$ cat src/rtl/cit_pkg.sv
package cit_pkg;
  typedef enum logic [1:0] {
    CMD_NONE = 2'd0,
    CMD_ARM  = 2'd1,
    CMD_CLR  = 2'd2
  } cit_cmd_e;
endpackage

$ cat src/rtl/cit_decode.sv
module cit_decode
  import cit_pkg::*;
#(
  parameter int unsigned  AW    = 16,
  parameter int unsigned  DW    = 8,
  parameter logic [AW-1:0] MATCH = 16'h4120,
  parameter logic [AW-1:0] LIMIT = 16'h5FFF
) (
  input  logic          wr_en_i,
  input  logic [AW-1:0] addr_i,
  input  logic [DW-1:0] wdata_i,
  output cit_cmd_e      cmd_o
);
  logic hit;
  assign hit = wr_en_i && (addr_i <= LIMIT) && ((addr_i & MATCH) == MATCH);

  always_comb begin
    cmd_o = CMD_NONE;
    if (hit) cmd_o = wdata_i[0] ? CMD_ARM : CMD_CLR;
  end

  // a command is only ever produced for a write strobe
  always_comb a_r1_strobe_only: assert (wr_en_i || cmd_o == CMD_NONE);
endmodule

$ cat src/rtl/cit_counter.sv
module cit_counter
  import cit_pkg::*;
#(
  parameter int unsigned CW     = 16,
  parameter int unsigned THRESH = 4096
) (
  input  logic          clk_i,
  input  logic          rst_ni,
  input  logic          tick_i,
  input  cit_cmd_e      cmd_i,
  input  logic          restore_i,
  input  logic          rs_en_i,
  input  logic          rs_pend_i,
  input  logic [CW-1:0] rs_cnt_i,
  output logic          en_o,
  output logic          pend_o,
  output logic [CW-1:0] cnt_o
);
  localparam logic [CW-1:0] THR = CW'(THRESH);

  logic [CW-1:0] cnt_nx;
  assign cnt_nx = cnt_o + 1'b1;

  always_ff @(posedge clk_i or negedge rst_ni) begin
    if (!rst_ni) begin
      en_o   <= 1'b0;
      pend_o <= 1'b0;
      cnt_o  <= '0;
    end else if (restore_i) begin
      en_o   <= rs_en_i;
      pend_o <= rs_pend_i;
      cnt_o  <= rs_cnt_i;
    end else if (cmd_i == CMD_ARM) begin
      en_o <= 1'b1;
    end else if (cmd_i == CMD_CLR) begin
      en_o   <= 1'b0;
      pend_o <= 1'b0;
      cnt_o  <= '0;
    end else if (en_o && tick_i) begin
      cnt_o <= cnt_nx;
      if (cnt_nx == THR) begin
        pend_o <= 1'b1;
        en_o   <= 1'b0;
      end
    end
  end

  a_r4_step: assert property (@(posedge clk_i) disable iff (!rst_ni)
    (en_o && tick_i && !restore_i && cmd_i == CMD_NONE && cnt_o != THR - 1'b1)
      |=> (cnt_o == $past(cnt_o) + 1'b1) && en_o);
  a_r4_idle: assert property (@(posedge clk_i) disable iff (!rst_ni)
    (!en_o && !restore_i && cmd_i != CMD_CLR) |=> $stable(cnt_o));
  a_r6_fire_stop: assert property (@(posedge clk_i) disable iff (!rst_ni)
    (en_o && tick_i && !restore_i && cmd_i == CMD_NONE && cnt_o == THR - 1'b1)
      |=> pend_o && !en_o && cnt_o == THR);
  a_r3_clear: assert property (@(posedge clk_i) disable iff (!rst_ni)
    (!restore_i && cmd_i == CMD_CLR) |=> !en_o && !pend_o && cnt_o == '0);
  a_r2_arm_keeps: assert property (@(posedge clk_i) disable iff (!rst_ni)
    (!restore_i && cmd_i == CMD_ARM) |=> en_o && $stable(cnt_o) && $stable(pend_o));
  a_r7_sticky: assert property (@(posedge clk_i) disable iff (!rst_ni)
    (pend_o && !restore_i && cmd_i != CMD_CLR) |=> pend_o);
  a_r9_restore: assert property (@(posedge clk_i) disable iff (!rst_ni)
    restore_i |=> cnt_o == $past(rs_cnt_i) && en_o == $past(rs_en_i)
                  && pend_o == $past(rs_pend_i));
endmodule

$ cat src/rtl/cyc_irq_timer.sv
module cyc_irq_timer
  import cit_pkg::*;
#(
  parameter int unsigned AW     = 16,
  parameter int unsigned DW     = 8,
  parameter int unsigned CW     = 16,
  parameter int unsigned THRESH = 4096
) (
  input  logic          clk_i,
  input  logic          rst_ni,
  input  logic          tick_i,
  input  logic          wr_en_i,
  input  logic [AW-1:0] addr_i,
  input  logic [DW-1:0] wdata_i,
  input  logic          restore_i,
  input  logic [1:0]    rs_flags_i,
  input  logic [CW-1:0] rs_count_i,
  output logic          irq_o,
  output logic [1:0]    flags_o,
  output logic [7:0]    cnt_lo_o,
  output logic [CW-9:0] cnt_hi_o
);
  cit_cmd_e      cmd;
  logic          en, pend;
  logic [CW-1:0] cnt;

  cit_decode #(.AW(AW), .DW(DW)) u_dec (
    .wr_en_i (wr_en_i),
    .addr_i  (addr_i),
    .wdata_i (wdata_i),
    .cmd_o   (cmd)
  );

  cit_counter #(.CW(CW), .THRESH(THRESH)) u_cnt (
    .clk_i     (clk_i),
    .rst_ni    (rst_ni),
    .tick_i    (tick_i),
    .cmd_i     (cmd),
    .restore_i (restore_i),
    .rs_en_i   (rs_flags_i[0]),
    .rs_pend_i (rs_flags_i[1]),
    .rs_cnt_i  (rs_count_i),
    .en_o      (en),
    .pend_o    (pend),
    .cnt_o     (cnt)
  );

  assign irq_o    = pend;
  assign flags_o  = {pend, en};
  assign cnt_lo_o = cnt[7:0];
  assign cnt_hi_o = cnt[CW-1:8];

  // timer never runs while an interrupt is pending unless re-armed
  a_r6_no_run_after_fire: assert property (@(posedge clk_i) disable iff (!rst_ni)
    ($rose(irq_o) && !$past(restore_i)) |-> !flags_o[0]);
endmodule

$ cat config.mk
export PLATFORM = sky130hd
export DESIGN_NAME = cyc_irq_timer
export DESIGN_NICKNAME = d
export VERILOG_FILES = /design/src/rtl/cit_pkg.sv /design/src/rtl/cit_decode.sv /design/src/rtl/cit_counter.sv /design/src/rtl/cyc_irq_timer.sv
export SDC_FILE = /design/constraint.sdc
export NUM_CORES = 1
export LEC_CHECK = 0
export BUFFER_PORTS_ARGS = -buffer_cell sky130_fd_sc_hd__clkbuf_2
export CAP_MARGIN = 25
export CORE_ASPECT_RATIO = 1.4
export CORE_UTILIZATION = 40
export DETAILED_ROUTE_END_ITERATION = 16
export PLACE_DENSITY = 0.84
export SYNTH_ARGS = -nofsm -noshare
export SYNTH_HDL_FRONTEND = slang
export SYNTH_HIERARCHICAL = 1
export SYNTH_SLANG_ARGS = --single-unit
export TNS_END_PERCENT = 50
$ cat constraint.sdc
create_clock -name clk_i -period 1.89 [get_ports clk_i]
set_input_delay 0.2835 -clock clk_i [delete_from_list [all_inputs] [get_ports clk_i]]
set_output_delay 0.2835 -clock clk_i [all_outputs]
set_load 0.01 [all_outputs]
==> impl_metrics.csv <==
group,metric,value,unit
final_layout,drive_above_1_share,45.9,%
synthesis,async_flop_share,100,%
routing,routed-via-count,1804,
sta,max_freq,0.507,GHz
synthesis,yosysWarningCount,6,
power,cellLeakagePower,0.962,nW
global_routing,grt_remaining_overflow,0,
floorplanning,die_h,72.8,um
clock_tree,clk_pin_slew,0.07,ns
critical_path,cp.arrival,2.13,ns
floorplanning,start_util,42.1,%
sta,finalHoldViolCount,0,
critical_path,cp-start-kind,"flop",
hold_path,hold_path_class,"input pin to flop",
power,cellPowerDensity,711,nW/um^2
sta,finalCritPeriodShare,104,%
sta,slew_headroom,68.3,%
routing,wire_per_inst,15.6,um
global_routing,grt_max_degree,24,
flow_run,max_cap_viol_count,0,
synthesis,yosys_register_bits,18,
final_layout,n_antenna_cell,0,
sta,setup_violations,1,
sta,fin_hold_ws,0.273,ns
sta,layout_setup_ws,-0.0820,ns
clock_tree,clock_sinks,18,
place,port_buffers,47,
final_layout,nets,311,
place,gp_congestion,0.856,
status,status,"finished with violations",
critical_path,crit_path_end_kind,"flop",
global_routing,grt_pass1_wl,7170,um
floorplanning,ios,66,
synthesis,syn_area,1430,um^2
routing,postRouteAntennaNets,0,
synthesis,ys_types,40,
floorplanning,die_area,3830,um^2
clock_tree,cts_max_path_buffers,2,
floorplanning,rows,25,
global_routing,grt_pass1_vias,1696,
final_layout,areaGrowthSynthToFinish,46.2,%
sta,setup-tns-final,-0.0820,ns
sta,rsz0062_at_grt,"true",
routing,dr.pass1.iters,4,
global_routing,track_usage,24.8,%
place,place_hpwl,3190,um
critical_path,required,2.05,ns
clock_tree,cts_tree,"built",
sta,worst_slew_pin_slew,0.476,ns
place,place_inst,292,
clock_tree,cts_buffers,3,
synthesis,netlist_instances,185,
sta,fin_skew,0.00117,ns
floorplanning,die_w,52.6,um
critical_path,crit_path_max_fanout,3,
synthesis,synthFlopType,"dfrtp_1",
routing,drt_wl_total,4660,um
power,irDropWorstVdd,0.446,mV
synthesis,synth_nets,236,
sta,final_max_slew_viol_count,0,
final_layout,final_core_util,61.5,%
final_layout,design_area,2100,um^2
routing,viasPerCell,6.03,
floorplanning,core_area,3410,um^2
synthesis,synth_sequential_area_ratio,31.4,%
clock_tree,htree_levels,1,
critical_path,worstSetupPathType,"flop to flop",
clock_tree,cts-root-buf,"clkbuf_8",
final_layout,instances_no_fill,299,
status,violations,"setup timing",
synthesis,syn_area_per_cell,7.75,um^2
clock_tree,clk_latency,0.26,ns
routing,drt_iter0_markers,101,
global_routing,antenna_found_initial,0,
routing,drc,0,
synthesis,synth_edf_count,0,
sta,fin_crit,1.97,ns
place,dpl_cell_area,1940,um^2
-- synth_stat cells, drive strengths merged, types with 5 or more instances --
library cell | count | area (um^2)
nand4 | 5 | 31.3
o21ai | 30 | 150
nand2 | 11 | 41.3
a32oi | 6 | 52.6
a22oi | 5 | 37.5
nand3 | 7 | 47.6
clkbuf | 8 | 30.0
nor3 | 8 | 50.1
inv | 7 | 26.3
buf | 8 | 50.1
dfrtp | 18 | 450
a21oi | 15 | 75.1
nor2 | 20 | 75.1
-- power by group --
| part | total (mW) | internal, mW | switching (mW) |
|---|---|---|---|
| sequential | 0.552 | 0.451 | 0.101 |
| combinational | 0.642 | 0.306 | 0.336 |
| clock | 0.296 | 0.151 | 0.146 |
-- cell families after synthesis --
logic type	after synthesis	share of synthesized area, %
simple gates	72	28.5
fa+ha+maj	4	3.49
compound gates	65	27.2
flops	18	31.4
xor+xnor	2	1.22
mux	1	0.698
buf+inv	23	7.42
-- layer usage --
layer	global-route usage (%)	part of all wire, %	vias up
met5	0	0	-
li1	-	-	836
met3	3.75	5.5	20
met4	16.1	4.0	0
met2	43.7	54	88
met1	26.5	36	860
-- area by class of cell --
type,instances,area (um^2)
sequential,18,457
inverter,7,26.3
fill,290,1310
clock buffer,4,45.0
tap,40,50.0
timing repair buffer,86,538
multi-input combinational,144,981
-- what timing repair did --
item	CTS	global route
buffers inserted	1	1
gates resized for setup	7	16
hold buffers	1	0
setup endpoints to repair	2	12
endpoints found under the hold margin	18	0
pin swaps	1	8
-- stage by stage --
| step | total power [mW] | worst slack, ns |
|---|---|---|
| global route | 1.57 | -0.168 |
| floorplan | 0.860 | 0.00653 |
| detailed placement | 1.14 | -0.197 |
| CTS | 1.44 | -0.0498 |
| finish | 1.49 | -0.0820 |
| global placement | 1.11 | -0.144 |
-- state kept, by name (all words and copies together) (netlist names) --
| signal | count |
|---|---|
| u_cnt/cnt_o | 16 |
| u_cnt/pend_o | 1 |
| u_cnt/en_o | 1 |
-- final timing paths --
kind,slack [ns],depth (start not counted),startpoint,endpoint
min reg2reg,0.60,2,u_cnt/pend_o,u_cnt/pend_o
max in group asynchronous,1.04,2,rst_ni,u_cnt/cnt_o[8]
max,-0.08,7,u_cnt/cnt_o[10],u_cnt/en_o
min in group asynchronous,0.50,2,rst_ni,u_cnt/cnt_o[3]
min,0.27,3,rs_count_i[10],u_cnt/cnt_o[10]
max reg2reg,-0.08,7,u_cnt/cnt_o[10],u_cnt/en_o
-- critical path: stages, from the launching register on --
cell,delay [ns]
dfrtp_1,0.40
nand4_1,0.24
buf_4,0.22
nor4_4,0.27
xor2_1,0.13
nor3b_2,0.24
o2111ai_2,0.15
a41o_1,0.21
-- cells in the final DEF, fill, tap and decap left out, types with 2 or more instances in the layout --
| cell | instances |
|---|---|
| nand2_1 | 10 |
| buf_4 | 36 |
| nor3_2 | 4 |
| o21ai_1 | 5 |
| nand4_1 | 5 |
| nor2_1 | 20 |
| ha_1 | 2 |
| and3_1 | 3 |
| nand3b_1 | 2 |
| nand3_1 | 4 |
| or2_2 | 3 |
| a221oi_2 | 2 |
| nor3_1 | 3 |
| a31oi_1 | 2 |
| clkbuf_8 | 3 |
| and2_1 | 2 |
| a32oi_1 | 6 |
| nor4_1 | 2 |
| a21oi_1 | 15 |
| dfrtp_2 | 5 |
| a22oi_1 | 4 |
| nand3_2 | 2 |
| buf_6 | 2 |
| dfrtp_1 | 13 |
| inv_1 | 7 |
| clkbuf_2 | 47 |
| o21ai_0 | 25 |
Note: power is estimated with default switching activity, not from simulation.
